$ cat src/rtl/seqbus_pkg.sv
package seqbus_pkg;

  typedef enum logic [2:0] {
    ALU_NOP = 3'd0,
    ALU_ADD = 3'd1,
    ALU_SUB = 3'd2,
    ALU_INC = 3'd3,
    ALU_DEC = 3'd4
  } alu_fn_e;

  typedef enum logic [1:0] {
    MEM_NOP  = 2'd0,
    MEM_RD   = 2'd1,
    MEM_WR   = 2'd2,
    MEM_WAIT = 2'd3
  } mem_fn_e;

  // first member is the MSB: mem [18:17], alu [16:14], switches [13:0]
  typedef struct packed {
    mem_fn_e mem;
    alu_fn_e alu;
    logic    mbr_ld;
    logic    mbr_drv;
    logic    mar_ld;
    logic    opnd_ld;
    logic    r2_ld;
    logic    r2_drv;
    logic    r1_ld;
    logic    r1_drv;
    logic    pc_ld;
    logic    pc_drv;
    logic    alu_in;
    logic    res_drv;
    logic    ira_drv;
    logic    ir_ld;
  } uword_t;

  localparam int unsigned UWORD_W = $bits(uword_t);
  localparam int unsigned NSRC    = 6;  // ira, res, pc, r1, r2, mbr
  localparam int unsigned NGR     = 6;  // ir, pc, r1, r2, opnd, mar

endpackage

$ cat src/rtl/seqbus_ustore.sv
module seqbus_ustore
  import seqbus_pkg::*;
#(
  parameter int unsigned ROWS = 16,
  parameter int unsigned UAW  = 4
) (
  input  logic               clk_i,
  input  logic               we_i,
  input  logic [UAW-1:0]     waddr_i,
  input  logic [UWORD_W-1:0] wdata_i,
  input  logic [UAW-1:0]     raddr_i,
  output uword_t             row_o
);

  logic [UWORD_W-1:0] mem_q [ROWS];

  always_ff @(posedge clk_i) begin
    if (we_i) mem_q[waddr_i] <= wdata_i;
  end

  assign row_o = uword_t'(mem_q[raddr_i]);

endmodule

$ cat src/rtl/seqbus_useq.sv
module seqbus_useq #(
  parameter int unsigned ROWS = 16,
  parameter int unsigned UAW  = 4
) (
  input  logic           clk_i,
  input  logic           rst_ni,
  input  logic           step_i,
  output logic [UAW-1:0] upc_o
);

  localparam logic [UAW-1:0] LAST = UAW'(ROWS - 1);

  logic [UAW-1:0] upc_q;

  always_ff @(posedge clk_i or negedge rst_ni) begin
    if (!rst_ni)     upc_q <= '0;
    else if (step_i) upc_q <= (upc_q == LAST) ? '0 : upc_q + 1'b1;
  end

  assign upc_o = upc_q;


  a_r9_upc_advance: assert property (@(posedge clk_i) disable iff (!rst_ni)
    step_i |=> upc_q == (($past(upc_q) == LAST) ? '0 : $past(upc_q) + 1'b1));


  a_r7_upc_hold: assert property (@(posedge clk_i) disable iff (!rst_ni)
    !step_i |=> $stable(upc_q));

endmodule

$ cat src/rtl/seqbus_alu.sv
module seqbus_alu
  import seqbus_pkg::*;
#(
  parameter int unsigned DW = 16
) (
  input  alu_fn_e       fn_i,
  input  logic [DW-1:0] bus_i,
  input  logic [DW-1:0] opnd_i,
  output logic [DW-1:0] y_o,
  output logic          act_o
);

  always_comb begin
    act_o = 1'b1;
    unique case (fn_i)
      ALU_ADD: y_o = opnd_i + bus_i;
      ALU_SUB: y_o = opnd_i - bus_i;
      ALU_INC: y_o = bus_i + 1'b1;
      ALU_DEC: y_o = bus_i - 1'b1;
      default: begin
        y_o   = '0;
        act_o = 1'b0;
      end
    endcase
  end

endmodule

$ cat src/rtl/seqbus_memif.sv
module seqbus_memif #(
  parameter int unsigned DW = 16
) (
  input  logic          clk_i,
  input  logic          rst_ni,
  input  logic          launch_i,
  input  logic          wr_i,
  input  logic [DW-1:0] addr_d_i,
  input  logic [DW-1:0] wdata_d_i,
  input  logic          done_i,
  output logic          req_o,
  output logic          we_o,
  output logic [DW-1:0] addr_o,
  output logic [DW-1:0] wdata_o,
  output logic          busy_o,
  output logic          rd_done_o
);

  logic          pend_q, we_q;
  logic [DW-1:0] addr_q, wdata_q;

  always_ff @(posedge clk_i or negedge rst_ni) begin
    if (!rst_ni) begin
      pend_q  <= 1'b0;
      we_q    <= 1'b0;
      addr_q  <= '0;
      wdata_q <= '0;
    end else if (launch_i) begin
      pend_q  <= 1'b1;
      we_q    <= wr_i;
      addr_q  <= addr_d_i;
      wdata_q <= wdata_d_i;
    end else if (done_i) begin
      pend_q  <= 1'b0;
    end
  end

  assign req_o     = pend_q;
  assign we_o      = we_q;
  assign addr_o    = addr_q;
  assign wdata_o   = wdata_q;
  assign busy_o    = pend_q & ~done_i;
  assign rd_done_o = pend_q & done_i & ~we_q;


  a_r6_req_held: assert property (@(posedge clk_i) disable iff (!rst_ni)
    (req_o && !done_i) |=> req_o && $stable(addr_o) && $stable(we_o));

  // no launch may overwrite an operation still waiting
  a_r8_no_overrun: assert property (@(posedge clk_i) disable iff (!rst_ni)
    (req_o && !done_i) |-> !launch_i);

endmodule

$ cat src/rtl/seqbus_core.sv
module seqbus_core
  import seqbus_pkg::*;
#(
  parameter  int unsigned DW     = 16,
  parameter  int unsigned ADRF_W = 12,
  parameter  int unsigned UROWS  = 16,
  localparam int unsigned UAW    = (UROWS > 1) ? $clog2(UROWS) : 1
) (
  input  logic               clk_i,
  input  logic               rst_ni,
  input  logic               uc_we_i,
  input  logic [UAW-1:0]     uc_addr_i,
  input  logic [UWORD_W-1:0] uc_data_i,
  output logic               mem_req_o,
  output logic               mem_we_o,
  output logic [DW-1:0]      mem_addr_o,
  output logic [DW-1:0]      mem_wdata_o,
  input  logic [DW-1:0]      mem_rdata_i,
  input  logic               mem_done_i,
  output logic [DW-1:0]      bus_o,
  output logic [UAW-1:0]     upc_o
);

  localparam int unsigned GR_IR = 0, GR_PC = 1, GR_R1 = 2, GR_R2 = 3, GR_OPND = 4, GR_MAR = 5;

  uword_t         uw;
  logic [UAW-1:0] upc;
  logic           busy, step, launch, rd_done, alu_act;

  logic [DW-1:0]   gr_q [NGR];
  logic [DW-1:0]   res_q, mbr_q, mbr_d, mar_d, alu_y, bus;
  logic [NGR-1:0]  ld;
  logic [NSRC-1:0] drv;
  logic [DW-1:0]   src   [NSRC];
  logic [DW-1:0]   gated [NSRC];

  seqbus_ustore #(.ROWS(UROWS), .UAW(UAW)) u_store (
    .clk_i   (clk_i),
    .we_i    (uc_we_i),
    .waddr_i (uc_addr_i),
    .wdata_i (uc_data_i),
    .raddr_i (upc),
    .row_o   (uw)
  );

  seqbus_useq #(.ROWS(UROWS), .UAW(UAW)) u_seq (
    .clk_i  (clk_i),
    .rst_ni (rst_ni),
    .step_i (step),
    .upc_o  (upc)
  );

  // a row with any memory code stalls while an earlier operation is still open
  assign step   = ~(busy & (uw.mem != MEM_NOP));
  assign launch = step & ((uw.mem == MEM_RD) | (uw.mem == MEM_WR));

  // bus sources and switches
  assign src[0] = {{(DW-ADRF_W){1'b0}}, gr_q[GR_IR][ADRF_W-1:0]};
  assign src[1] = res_q;
  assign src[2] = gr_q[GR_PC];
  assign src[3] = gr_q[GR_R1];
  assign src[4] = gr_q[GR_R2];
  assign src[5] = mbr_q;
  assign drv    = {uw.mbr_drv, uw.r2_drv, uw.r1_drv, uw.pc_drv, uw.res_drv, uw.ira_drv};
  assign ld     = {uw.mar_ld, uw.opnd_ld, uw.r2_ld, uw.r1_ld, uw.pc_ld, uw.ir_ld};

  for (genvar g = 0; g < NSRC; g++) begin : g_sw
    assign gated[g] = src[g] & {DW{drv[g]}};
  end

  always_comb begin
    bus = '0;
    for (int i = 0; i < NSRC; i++) bus |= gated[i];
  end

  always_ff @(posedge clk_i or negedge rst_ni) begin
    if (!rst_ni) begin
      for (int i = 0; i < NGR; i++) gr_q[i] <= '0;
    end else if (step) begin
      for (int i = 0; i < NGR; i++) if (ld[i]) gr_q[i] <= bus;
    end
  end

  seqbus_alu #(.DW(DW)) u_alu (
    .fn_i   (uw.alu),
    .bus_i  (bus),
    .opnd_i (gr_q[GR_OPND]),
    .y_o    (alu_y),
    .act_o  (alu_act)
  );

  always_ff @(posedge clk_i or negedge rst_ni) begin
    if (!rst_ni)                           res_q <= '0;
    else if (step && uw.alu_in && alu_act) res_q <= alu_y;
  end

  // a row load of the data register wins over read data arriving in the same cycle
  always_comb begin
    mbr_d = mbr_q;
    if (step && uw.mbr_ld) mbr_d = bus;
    else if (rd_done)      mbr_d = mem_rdata_i;
  end

  assign mar_d = (step && uw.mar_ld) ? bus : gr_q[GR_MAR];

  always_ff @(posedge clk_i or negedge rst_ni) begin
    if (!rst_ni) mbr_q <= '0;
    else         mbr_q <= mbr_d;
  end

  seqbus_memif #(.DW(DW)) u_memif (
    .clk_i     (clk_i),
    .rst_ni    (rst_ni),
    .launch_i  (launch),
    .wr_i      (uw.mem == MEM_WR),
    .addr_d_i  (mar_d),
    .wdata_d_i (mbr_d),
    .done_i    (mem_done_i),
    .req_o     (mem_req_o),
    .we_o      (mem_we_o),
    .addr_o    (mem_addr_o),
    .wdata_o   (mem_wdata_o),
    .busy_o    (busy),
    .rd_done_o (rd_done)
  );

  assign bus_o = bus;
  assign upc_o = upc;


  a_r2_single_driver: assert property (@(posedge clk_i) disable iff (!rst_ni)
    step |-> $onehot0(drv));


  a_r3_adr_zero_ext: assert property (@(posedge clk_i) disable iff (!rst_ni)
    (drv == NSRC'(1)) |-> bus_o[DW-1:ADRF_W] == '0);


  a_r5_alu_gated: assert property (@(posedge clk_i) disable iff (!rst_ni)
    !(step && uw.alu_in) |=> $stable(res_q));


  a_r6_read_capture: assert property (@(posedge clk_i) disable iff (!rst_ni)
    (rd_done && !(step && uw.mbr_ld)) |=> mbr_q == $past(mem_rdata_i));

endmodule

$ cat config.mk
export PLATFORM = sky130hd
export DESIGN_NAME = seqbus_core
export DESIGN_NICKNAME = d
export VERILOG_FILES = /design/src/rtl/seqbus_pkg.sv /design/src/rtl/seqbus_ustore.sv /design/src/rtl/seqbus_useq.sv /design/src/rtl/seqbus_alu.sv /design/src/rtl/seqbus_memif.sv /design/src/rtl/seqbus_core.sv
export SDC_FILE = /design/constraint.sdc
export NUM_CORES = 1
export LEC_CHECK = 0
export BUFFER_PORTS_ARGS = -buffer_cell sky130_fd_sc_hd__buf_2
export CAP_MARGIN = 20
export CORE_MARGIN = 2
export CORE_UTILIZATION = 35
export CTS_CLUSTER_DIAMETER = 40
export CTS_CLUSTER_SIZE = 8
export DETAILED_ROUTE_END_ITERATION = 8
export PLACE_DENSITY = 0.59
export SETUP_SLACK_MARGIN = 0.3
export SYNTH_ARGS = -nofsm -noshare
export SYNTH_HDL_FRONTEND = slang
export SYNTH_SLANG_ARGS = --single-unit
$ cat constraint.sdc
create_clock -name clk_i -period 4.8 [get_ports clk_i]
set_input_delay 1.44 -clock clk_i [delete_from_list [all_inputs] [get_ports clk_i]]
set_output_delay 1.44 -clock clk_i [all_outputs]
set_load 0.03 [all_outputs]
==> flow_summary.json <==
{
  "crit_fanout": 7,
  "synth_top_family_by_area": "multiplexers",
  "worstRegToRegCells": 26,
  "yosysWarnings": 0,
  "place_hpwl_um": 32700,
  "synth_edf_count": 304,
  "path_delay_family": "multiplexers",
  "cp.depth": 12,
  "synth_compound_area_share_pct": 7.67,
  "syn_inst": 1322,
  "max_slew.worst_pin.slew_ps": 881,
  "fin_crit_ps": 4660,
  "layout_common_cells": "edfxtp_1 (304), dfrtp_1 (158), nand2_1 (111)",
  "timing.rr.end": "res_q[6]",
  "slew_violations": 0,
  "cts_made_buffers": 73,
  "final_cells": 2383,
  "ys_ff_latch": 466,
  "arrival_ps": 3220,
  "start_util_pct": 35.2,
  "io_buffers": 96,
  "htreeDepth": 3,
  "wirelength_um": 53200,
  "crit_end": "bus_o[9]",
  "first_pass_iters": 6,
  "crit_buf_inv": 6,
  "synth_area_mm2": 0.0202,
  "root_buffer": "clkbuf_16",
  "dr_total_vias": 12480,
  "worst-setup-path-type": "flop to output port",
  "die_h_um": 244,
  "cpMaxStageDelayCell": "dfrtp_4",
  "final_hold_viol_count": 0,
  "cap_viol_max_count": 0,
  "maxSlewHeadroom_pct": 41.3,
  "clockBufferDepth": 3,
  "r2r_start": "u_seq.upc_o[1]",
  "synth_adder_area_share_pct": 2.49,
  "path_clk_slew_ps": 50,
  "finalCritPeriodShare_pct": 97.1,
  "place_congestion": 0.843,
  "rsz0062_at_grt": "true",
  "synth_ff_type": "edfxtp_1",
  "yosysSeqAreaShare_pct": 65.3,
  "drc": 0,
  "drive_above_1_share_pct": 37.0,
  "cts_num_sinks": 466,
  "viasPerCell": 5.24,
  "worstSkewPairLatency_ps": 600,
  "ant_nets": 0,
  "cp-start-kind": "flop",
  "final.setup.tns_ps": 0,
  "grtUsageTotal_pct": 18.0,
  "setup_viol": 0,
  "crit_start": "u_seq.upc_o[1]",
  "drt_iter0_drc": 914,
  "die_w_um": 244,
  "grt_max_degree": 91,
  "synthToLayoutAreaGrowth_pct": 26.6,
  "core-area_mm2": 0.0574,
  "worst_hold_path_type": "flop to flop",
  "required_ps": 3360,
  "synth-xor-area-share_pct": 1.73,
  "path_common_cell": "buf_8",
  "slowest_delay_ps": 490,
  "hold_depth": 2,
  "nNetsFinal": 1656,
  "ys_types": 67,
  "avgRoutedWirePerCell_um": 22.3,
  "grt_pass1_wl_um": 80200,
  "dp_cells": 2200,
  "fmax_mhz": 215,
  "tritoncts": "done",
  "status": "complete, no violations",
  "crit_chain": "buf_12 -> buf_8 -> mux4_2 -> mux2_4 -> mux2i_4 -> buf_12 -> buf_8 -> nor2_4 -> a21oi_4 -> nand3_2 -> buf_8 -> buf_6",
  "grt_pass1_vias": 13019,
  "synth_mux_area_share_pct": 14.8,
  "syn_nets": 1404,
  "placementRows": 88,
  "dieArea_mm2": 0.0597,
  "yosys.area_share.simple_pct": 5.74,
  "r2r_slack_ps": 260,
  "async_flop_share_pct": 34.8,
  "diodes": 0,
  "avgSynthCellArea_um2": 15.3,
  "overflow": 0,
  "fin_skew_ps": 20.9,
  "antenna_found_initial": 4,
  "ios": 97,
  "layout_commonest_cell": "edfxtp_1",
  "cp-end-kind": "output port"
}
[worst min-delay path, delay by kind of cell (launching register included)]
kind            cells  cell delay, ps
simple gates        1              50
flops               1             340
compound gates      1              60
[flip-flops by register name, summed over array words and instances (netlist names)]
register	count
u_memif.req_o	1
gr_q	92
u_seq.upc_o	4
u_memif.addr_o	16
res_q	16
mbr_q	16
u_memif.wdata_o	16
u_memif.we_o	1
u_store.mem_q	304
[kinds of logic after synthesis]
family          count (synthesis)
buf+inv                       105
simple gates                  252
compound gates                245
flops                         466
xor+xnor                       39
mux                           176
fa+ha+maj                      39
[how the worst min path moves through the flow]
stage / startpoint / to / slack [ps]
floorplan: res_q[6] / res_q[6] / 440
global placement: gr_q[74] / gr_q[74] / 460
detailed placement: res_q[6] / res_q[6] / 470
CTS: res_q[6] / res_q[6] / 480
global route: gr_q[5] / gr_q[5] / 500
finish: res_q[7] / res_q[7] / 480
[layer usage]
layer	vias to the layer above	wire length [um]	global-route usage, %
li1	5576	-	-
met1	6451	22200	23.1
met2	356	26700	30.0
met3	89	2970	4.39
met4	8	1380	5.38
met5	-	54	0
[stage by stage]
step	instance area (um^2)	setup WS, ps	hold slack (ps)	utilization, %
4_1_cts	25100	152	477	43.7
6_report	25600	140	479	44.6
2_1_floorplan	20300	255	440	-
5_1_grt	25600	33.9	504	44.6
3_5_place_dp	22100	134	466	38.5
3_3_place_gp	22100	201	462	38.5
[repair_timing]
action                                  CTS  global route
gates cloned                              2             0
pin swaps                                19            30
endpoints found under the setup margin   20            25
hold buffers                              0             0
buffers inserted                         43            19
gates resized for setup                 105            75
[area by class of cell]
class | instances | area (um^2)
clock buffer | 105 | 2020
clock inverter | 14 | 150
fill | 5033 | 31800
inverter | 45 | 174
multi-input combinational | 751 | 7140
sequential | 466 | 13200
tap | 765 | 957
timing repair buffer | 237 | 1930
[synthesized netlist by cell type (8+ instances only)]
master	count	area [um^2]
dfrtp_1	162	4050
clkbuf_1	19	71.3
o21ai_0	81	405
a21oi_1	52	260
inv_1	44	165
o21a_1	30	225
xor2_1	16	140
xnor2_1	22	193
nand3_2	10	100
o221ai_1	8	70.1
ha_1	37	463
buf_2	27	135
a22oi_1	31	233
nand2_1	112	420
mux2i_1	20	200
mux4_2	90	2030
nor3_1	17	85.1
edfxtp_1	304	9130
mux2_2	64	721
nor2_1	67	251
Power is not shown: default switching activity piles up to over one toggle a cycle in this logic, so the estimate is an artifact.
